### src/rtl/ecc_pkg.sv
`timescale 1ns/1ps
// Shared constants, types and helpers for the sector ECC engine.
// Assumes a code made of two 12-bit halves: bit index in the low 3 bits
// and byte offset in the upper 9 bits of each 12-bit index.
package ecc_pkg;
    localparam int BYTE_W     = 8;
    localparam int BIT_IDX_W  = 3;
    localparam int BYTE_IDX_W = 9;
    localparam int HALF_W     = BIT_IDX_W + BYTE_IDX_W;
    localparam int CODE_W     = 2 * HALF_W;

    typedef enum logic [1:0] {
        ST_CLEAN     = 2'd0,
        ST_FIXABLE   = 2'd1,
        ST_CODE_ONLY = 2'd2,
        ST_UNRECOV   = 2'd3
    } ecc_status_e;

    typedef struct packed {
        logic [HALF_W-1:0] hi;
        logic [HALF_W-1:0] lo;
    } parity_t;

    // Mask of the bit positions inside a byte whose position bit k is 1.
    function automatic logic [BYTE_W-1:0] bitpos_mask(input int k);
        logic [BYTE_W-1:0] m;
        for (int j = 0; j < BYTE_W; j++) m[j] = ((j >> k) & 1) == 1;
        return m;
    endfunction
endpackage

### src/rtl/ecc_byte_parity.sv
`timescale 1ns/1ps
// Combinational contribution of one byte to both 12-bit parity halves.
// Assumes byte_off is the byte's position inside the sector.
module ecc_byte_parity
    import ecc_pkg::*;
(
    input  logic [BYTE_W-1:0]     byte_data,
    input  logic [BYTE_IDX_W-1:0] byte_off,
    output parity_t               contrib
);
    logic [HALF_W-1:0] hi_bits;
    logic [HALF_W-1:0] lo_bits;
    logic              byte_par;

    // Parity of the whole byte feeds every offset-selected bit.
    assign byte_par = ^byte_data;

    // Index bits that come from the bit position inside the byte.
    for (genvar k = 0; k < BIT_IDX_W; k++) begin : g_bitpos
        localparam logic [BYTE_W-1:0] SEL = bitpos_mask(k);
        assign hi_bits[k] = ^(byte_data & SEL);
        assign lo_bits[k] = ^(byte_data & ~SEL);
    end

    // Index bits that come from the byte offset.
    for (genvar k = BIT_IDX_W; k < HALF_W; k++) begin : g_offset
        assign hi_bits[k] = byte_par &  byte_off[k-BIT_IDX_W];
        assign lo_bits[k] = byte_par & ~byte_off[k-BIT_IDX_W];
    end

    assign contrib = '{hi: hi_bits, lo: lo_bits};
endmodule

### src/rtl/ecc_accum.sv
`timescale 1ns/1ps
// Sector accumulator: counts accepted bytes, folds each byte's parity in,
// and raises done after the last byte of the sector. Start beats data.
// Assumes SECTOR_BYTES <= 512 so every offset fits the 9-bit index.
module ecc_accum
    import ecc_pkg::*;
#(
    parameter int SECTOR_BYTES = 512
) (
    input  logic              clk,
    input  logic              rst_n,
    input  logic              start,
    input  logic              byte_valid,
    input  logic [BYTE_W-1:0] byte_data,
    output parity_t           parity,
    output logic              done
);
    localparam int CNT_W = $clog2(SECTOR_BYTES + 1);
    localparam logic [CNT_W-1:0] LAST = CNT_W'(SECTOR_BYTES - 1);

    logic [CNT_W-1:0]      count;
    logic [BYTE_IDX_W-1:0] offset;
    logic                  take;
    parity_t               contrib;
    parity_t               parity_q;

    // A byte is taken only when valid, sector open, and no restart.
    assign take   = byte_valid && !done && !start;
    assign offset = BYTE_IDX_W'(count);

    ecc_byte_parity u_bytepar (
        .byte_data (byte_data),
        .byte_off  (offset),
        .contrib   (contrib)
    );

    // Parity, count and done registers with restart on reset or start.
    always_ff @(posedge clk) begin
        if (!rst_n || start) begin
            parity_q <= '0;
            count    <= '0;
            done     <= 1'b0;
        end else if (take) begin
            parity_q <= parity_t'(parity_q ^ contrib);
            count    <= count + 1'b1;
            if (count == LAST) done <= 1'b1;
        end
    end

    assign parity = parity_q;
endmodule

### src/rtl/ecc_classify.sv
`timescale 1ns/1ps
// Compares the computed and stored codes and sorts the difference into
// clean, correctable (with location), code-only and uncorrectable.
// Purely combinational; assumes both codes use the same packing.
module ecc_classify
    import ecc_pkg::*;
#(
    parameter int SECTOR_BYTES = 512
) (
    input  logic [CODE_W-1:0]     code,
    input  logic [CODE_W-1:0]     stored,
    output ecc_status_e           status,
    output logic [BYTE_IDX_W-1:0] err_byte,
    output logic [BIT_IDX_W-1:0]  err_bit
);
    localparam logic [BYTE_IDX_W:0] LIMIT = (BYTE_IDX_W+1)'(SECTOR_BYTES);

    logic [CODE_W-1:0]     diff;
    logic                  complement;
    logic                  in_range;
    logic [BYTE_IDX_W-1:0] idx_byte;
    logic [BIT_IDX_W-1:0]  idx_bit;

    // Difference and its derived tests.
    assign diff       = code ^ stored;
    assign complement = (diff[CODE_W-1:HALF_W] ^ diff[HALF_W-1:0]) == '1;
    assign idx_byte   = diff[CODE_W-1:HALF_W+BIT_IDX_W];
    assign idx_bit    = diff[HALF_W+BIT_IDX_W-1:HALF_W];
    assign in_range   = {1'b0, idx_byte} < LIMIT;

    // Ordered decision: zero, correctable form, single bit, otherwise.
    always_comb begin
        status   = ST_UNRECOV;
        err_byte = '0;
        err_bit  = '0;
        if (diff == '0) begin
            status = ST_CLEAN;
        end else if (complement) begin
            if (in_range) begin
                status   = ST_FIXABLE;
                err_byte = idx_byte;
                err_bit  = idx_bit;
            end
        end else if ($onehot(diff)) begin
            status = ST_CODE_ONLY;
        end
    end
endmodule

### src/rtl/sector_ecc_engine.sv
`timescale 1ns/1ps
// Top of the sector ECC engine: accumulates parity, packs the two halves
// into a 24-bit code (upper half in 23:12), inverts it so an erased
// sector matches erased spare bytes, and classifies against a stored code.
module sector_ecc_engine
    import ecc_pkg::*;
#(
    parameter int SECTOR_BYTES = 512
) (
    input  logic                  clk,
    input  logic                  rst_n,
    input  logic                  start,
    input  logic                  byte_valid,
    input  logic [BYTE_W-1:0]     byte_data,
    input  logic [CODE_W-1:0]     stored_code,
    output logic [CODE_W-1:0]     code_out,
    output logic                  done,
    output logic [1:0]            status,
    output logic [BYTE_IDX_W-1:0] err_byte,
    output logic [BIT_IDX_W-1:0]  err_bit
);
    parity_t     parity;
    ecc_status_e status_e;

    ecc_accum #(.SECTOR_BYTES(SECTOR_BYTES)) u_accum (
        .clk        (clk),
        .rst_n      (rst_n),
        .start      (start),
        .byte_valid (byte_valid),
        .byte_data  (byte_data),
        .parity     (parity),
        .done       (done)
    );

    // Packing and inversion of the running parity.
    assign code_out = ~{parity.hi, parity.lo};

    ecc_classify #(.SECTOR_BYTES(SECTOR_BYTES)) u_classify (
        .code     (code_out),
        .stored   (stored_code),
        .status   (status_e),
        .err_byte (err_byte),
        .err_bit  (err_bit)
    );

    assign status = status_e;
endmodule

### config.mk
export PLATFORM = sky130hd
export DESIGN_NAME = sector_ecc_engine
export DESIGN_NICKNAME = d
export VERILOG_FILES = /design/src/rtl/ecc_pkg.sv /design/src/rtl/ecc_byte_parity.sv /design/src/rtl/ecc_accum.sv /design/src/rtl/ecc_classify.sv /design/src/rtl/sector_ecc_engine.sv
export SDC_FILE = /design/constraint.sdc
export NUM_CORES = 1
export LEC_CHECK = 0
export BUFFER_PORTS_ARGS = -buffer_cell sky130_fd_sc_hd__buf_2
export CAP_MARGIN = 20
export CORE_MARGIN = 2
export CORE_UTILIZATION = 49
export CTS_CLUSTER_DIAMETER = 200
export CTS_CLUSTER_SIZE = 25
export DETAILED_ROUTE_END_ITERATION = 6
export GPL_ROUTABILITY_DRIVEN = 0
export PLACE_DENSITY = 0.77
export SYNTH_ARGS = -nofsm -noshare
export SYNTH_HDL_FRONTEND = slang
export SYNTH_SLANG_ARGS = --single-unit
### constraint.sdc
create_clock -name clk -period 5.73 [get_ports clk]
set_input_delay 0.8595 -clock clk [delete_from_list [all_inputs] [get_ports clk]]
set_output_delay 0.8595 -clock clk [all_outputs]
set_load 0.01 [all_outputs]
After elaboration in Yosys (flattened, before gate mapping)
Cells that the tools add are included. W data, S select, Z words.

Equality and inequality tests: 3. Bitwise operators: 31. Multiplexer cells: 7. Reduce and logical (&&, ||, !) cells: 15. Add/subtract/negate cells: 24.

Operators with widths (count): $reduce_xor A8 Y1 (7); $add A5 B5 Y5 (11); $xor A24 B24 Y24 (2); $add A1 B1 Y2 (12); $logic_not A24 Y1 (1); $not A24 Y24 (1); $and A1 B1 Y1 (18); $mux W9 (2); $eq A12 B12 Y1 const B (1); $xor A12 B12 Y12 (1); $add A10 B1 Y10 const B (1); $eq A10 B9 Y1 const B (1); $not A1 Y1 (9); $mux W3 (2); $eq A5 B1 Y1 const B (1); $mux W2 (2); $logic_not A1 Y1 (3); $logic_and A1 B1 Y1 (2); $reduce_and A2 Y1 (1); $logic_or A1 B1 Y1 (1); $mux W1 (1).

Word-level logic and storage cells: 84. Register bits: 35.

Logic depth before layout (Yosys ltp)
Word-level depth: 11. Depth in mapped cells: 17. Gate-level depth less buffers: 17.

Cells and area by module
Synthesis repeated with hierarchy kept, for this count alone.

Cell total of the unflattened synthesis: 364. Area total of the unflattened synthesis: 3065.4 um^2.

Modules (own cells, without submodules): ecc_accum (cells each 189, times used 1, seq. area each 700.7 um^2, area an instance 1540.2 um^2); ecc_classify (cells each 116, times used 1, seq. area each 0.0 um^2, area an instance 1171.1 um^2); ecc_byte_parity (cells each 35, times used 1, seq. area each 0.0 um^2, area an instance 264.0 um^2); sector_ecc_engine (cells each 24, times used 1, seq. area each 0.0 um^2, area an instance 90.1 um^2).

Least setup slack after synthesis
OpenSTA, ideal clock, no wires.

Path type: input to output. Start point: in stored_code[0]. End point: out status[0]. Stages on the path: 15. Slack: -0.235 ns. Required time: 4.871 ns. Data arrival time: 5.106 ns. Buffers on the path: 0. Cells stage by stage: xnor2_1 inv_1 ha_1 inv_1 fa_1 fa_1 fa_1 fa_1 inv_1 fa_1 ha_1 fa_1 xor2_1 nor4b_1 a31oi_1.

Cells in the longest elaborated chain, start to end: 10.

Ends and longest elaborated chain: start: declaration (line sector_ecc_engine.sv:15) `input logic [CODE_W-1:0] stored_code,`; $xor A24 B24 Y24 * (line ecc_classify.sv:25) `assign diff = code ^ stored;`; $add A1 B1 Y2 (not written as such) (line ecc_classify.sv:44) `end else if ($onehot(diff)) begin`; $add A5 B5 Y5 (not written as such) (4 in series) (line ecc_classify.sv:44); $eq A5 B1 Y1 (line ecc_classify.sv:44); $mux W1 (line ecc_classify.sv:44); $mux W2 (line ecc_classify.sv:38) `end else if (complement) begin`; $mux W2 * (line ecc_classify.sv:36) `if (diff == '0) begin`; end: declaration (line sector_ecc_engine.sv:18) `output logic [1:0] status,`.

Mark *: on every way between the ends. The rest lies on a longest branch, timed or not.

Worst setup path after layout
Start point: in stored_code[22]. End point: out status[0].

Cells in the longest elaborated chain, start to end: 9.

Ends and longest elaborated chain (line): $xor A24 B24 Y24 * (ecc_classify.sv:25); $add A1 B1 Y2 (not written as such) (ecc_classify.sv:44); $add A5 B5 Y5 (not written as such) (3 in series) (ecc_classify.sv:44); $eq A5 B1 Y1 (ecc_classify.sv:44); $mux W1 (ecc_classify.sv:44); $mux W2 (ecc_classify.sv:38); $mux W2 * (ecc_classify.sv:36).

Marks and branches as above.

==> reports/results.tsv <==
metric	value	unit
FP Rows	29	
Max Cap Viol	0	
VDD IR max	0.485	mV
number of routed nets with antenna violations	0	
CP Max Fanout	3	
chip width	83.7	µm
initial DRC count	82	
fmax	0.164	GHz
post-synth top area share	22.5	%
Starting Density	49.8	%
clock tree buffer depth	2	
initial antenna violation count	0	
Final Hold Viols	0	
Mapped Area	3110	µm²
unrepaired setup endpoints after global routing	true	
Syn Inst Count	377	
P_sw	609	µW
clock transition at the registers of the reported paths	0.07	ns
Critical Path Sink Type	output port	
FF-to-FF Start	u_accum.done$_SDFFE_PP0P_	
DRT Pass-1 Iters	7	
logic gate share of total power	69.4	%
Overflow after GRT	0	
Die Y	83.7	µm
DR vias/cell	5.14	
number of synthesized flops with an enable pin	0	
Critical Path Start Type	input port	
fin crit share	106	%
CTS tree	yes	
FFs w/ async S/R, synth	0	%
final WL	8.45	mm
clock root cell	clkbuf_8	
share of cells above drive strength 1	37.9	%
sequential power share	18.0	%
Final Setup Violations	1	
pins over their slew limit	0	
top-count cell post-synth	inv_1	
pwr/cell area	324	nW/µm²
leakage power	0.00187	µW
die area	7000	µm²
Hold Path Origin	u_accum.count[9]$_SDFFE_PP0P_	
P_int	820	µW
slew margin rel.	53.9	%
CP Class	input port to output port	
ys flop type	dfxtp_1	
Final Util	70.8	%
vias	2847	
Synth cell types	29	
pre-CTS setup slack	-0.473	ns
Layout Nets	563	
top cells by area, synth	dfxtp_1 23%, ha_1 12%, fa_1 12%, xor2_1 9.9%, inv_1 9.5%	
Final Instance Area	4420	µm²
H-tree depth	2	
core area	6240	µm²
Post-Syn Nets	463	
IO Count	75	
Port Buffers	74	
mean area per synthesized cell	8.25	µm²
Hold Crit Depth	2	
outcome	finished with violations	
Post-Layout Cell Count	554	
Switching Fraction	42.6	%
Worst Hold End	u_accum.count[9]$_SDFFE_PP0P_	
clk sinks	35	
worst hold path class	flop to flop	
DRC viols	0	
Layout area overhead	42.0	%
Ys Warns	0	
Inserted Diodes	0	
Synth top cells by count	79 x inv_1, 35 x dfxtp_1, 35 x xor2_1, 31 x ha_1, 28 x xnor2_1	
Fin Clk Skew	0.00611	ns
WP data required	4.87	ns
Worst Max-Slew Pin Slew	0.685	ns
GRT Overall Usage	24.0	%
synthesis-stage register bit count	35	
first-pass GRT wire length	13.5	mm
largest net degree at the start of global routing	37	
Layout fillers	447	
cts bufs inserted	5	
fin worst setup slack	-0.368	ns
post-synthesis sequential area ratio	22.5	%
flop2flop setup slack	3.89	ns
cell area after placement	3960	µm²
R2R cell count	3	
worst reg2reg path endpoint	u_accum.parity[5]$_SDFFE_PP0P_	
post-synth top area cell	dfxtp_1	
worst skew pair latency	0.29	ns
vias in the first global route	2932	
Tmin final	6.10	ns
WL/cell	15.3	µm
clock share of power	12.6	%
Worst Path Arrival	5.24	ns
failing checks	negative setup slack	
number of hold buffers added after CTS	0	
DP Wirelength	6.19	mm
dpl cells	537	
-- flip-flops by register name, summed over array words and instances, names as in the netlist --
| name | cells |
|---|---|
| u_accum.count | 10 |
| u_accum.done | 1 |
| u_accum.parity | 24 |
-- through the flow --
stage | hold slack, ns | power, µW | TNS [ns]
finish | 0.506 | 1430 | -0.368
global route | 0.541 | 1580 | -0.550
CTS | 0.503 | 1360 | -0.321
detailed placement | 0.490 | 1090 | -0.473
global placement | 0.466 | 988 | -0.301
floorplan | 0.459 | 845 | 0
-- power by group through the flow --
stage / clock [µW] / sequential [µW] / combinational [µW]
after floorplan: 0 / 260 / 585
after global placement: 0 / 262 / 726
after detailed placement: 0 / 262 / 827
after CTS: 179 / 258 / 924
after global routing: 193 / 258 / 1130
final: 180 / 258 / 991
-- worst max-delay path, cell delays in order --
cell	delay (ns)
buf_4	0.13
xor2_4	0.16
inv_2	0.09
ha_4	0.13
inv_2	0.03
fa_1	0.59
fa_1	0.47
fa_1	0.50
fa_1	0.51
inv_2	0.04
fa_1	0.47
ha_2	0.21
fa_2	0.35
xor2_2	0.16
nor4b_2	0.28
a31oi_1	0.10
buf_2	0.15
-- timing repair --
item                       in CTS  in global routing
resized for setup              49                 22
pin swaps                      27                 20
setup endpoints to repair       1                  1
setup buffers                   5                  4
-- final cells by class --
type / count / area (µm²) / share of cell area [%]
inverters: 79 / 297 / 6.71
well taps: 77 / 96.3 / 2.18
clock buffers: 6 / 82.6 / 1.87
clock inverters: 1 / 5.00 / 0.113
repair buffers: 106 / 686 / 15.5
multi-input cells: 250 / 2550 / 57.7
flip-flops and latches: 35 / 701 / 15.9
-- worst max path at each step --
| stage | end | from | cells after the start |
|---|---|---|---|
| 2_1_floorplan | status[0] | stored_code[4] | 15 |
| 3_3_place_gp | status[0] | stored_code[4] | 19 |
| 3_5_place_dp | status[0] | stored_code[4] | 19 |
| 4_1_cts | status[0] | stored_code[4] | 16 |
| 5_1_grt | status[0] | stored_code[20] | 17 |
| 6_report | status[0] | stored_code[22] | 17 |
-- cells in the final DEF (no fill, tap or decap), types with 2 or more instances in the layout --
| cell | n |
|---|---|
| buf_2 | 62 |
| inv_1 | 55 |
| buf_4 | 35 |
| dfxtp_1 | 35 |
| a21oi_1 | 26 |
| inv_2 | 24 |
| nor2_1 | 24 |
| xor2_1 | 23 |
| xnor2_1 | 20 |
| nand2_1 | 18 |
| ha_1 | 17 |
| o21ai_0 | 14 |
| or3_1 | 14 |
| fa_1 | 12 |
| xor2_4 | 10 |
| o31ai_1 | 9 |
| or4_1 | 9 |
| xnor2_4 | 8 |
| ha_4 | 8 |
| fa_2 | 7 |
| nand4_1 | 6 |
| ha_2 | 6 |
| clkbuf_8 | 6 |
| buf_6 | 6 |
| nor4_1 | 3 |
| buf_8 | 3 |
| xor2_2 | 2 |
| nand3_1 | 2 |
| a31oi_1 | 2 |
-- metal layers --
layer | GRT usage, % | up-vias | share of wire, %
met5 | 0 | - | 0
met4 | 9.53 | 0 | 3.0
met3 | 3.66 | 22 | 2.7
met2 | 45.7 | 64 | 57
li1 | - | 1388 | -
met1 | 26.4 | 1373 | 38
-- cell families after synthesis --
family | count (synthesis) | share of synthesized area, %
AO/OA/AOI/OAI | 52 | 9.25
XOR/XNOR | 63 | 17.7
adder cells (fa/ha/maj) | 50 | 24.7
buffers and inverters | 92 | 11.3
flip-flops | 35 | 22.5
AND/OR/NAND/NOR | 85 | 14.5
Power figures use the tool's default switching activity.
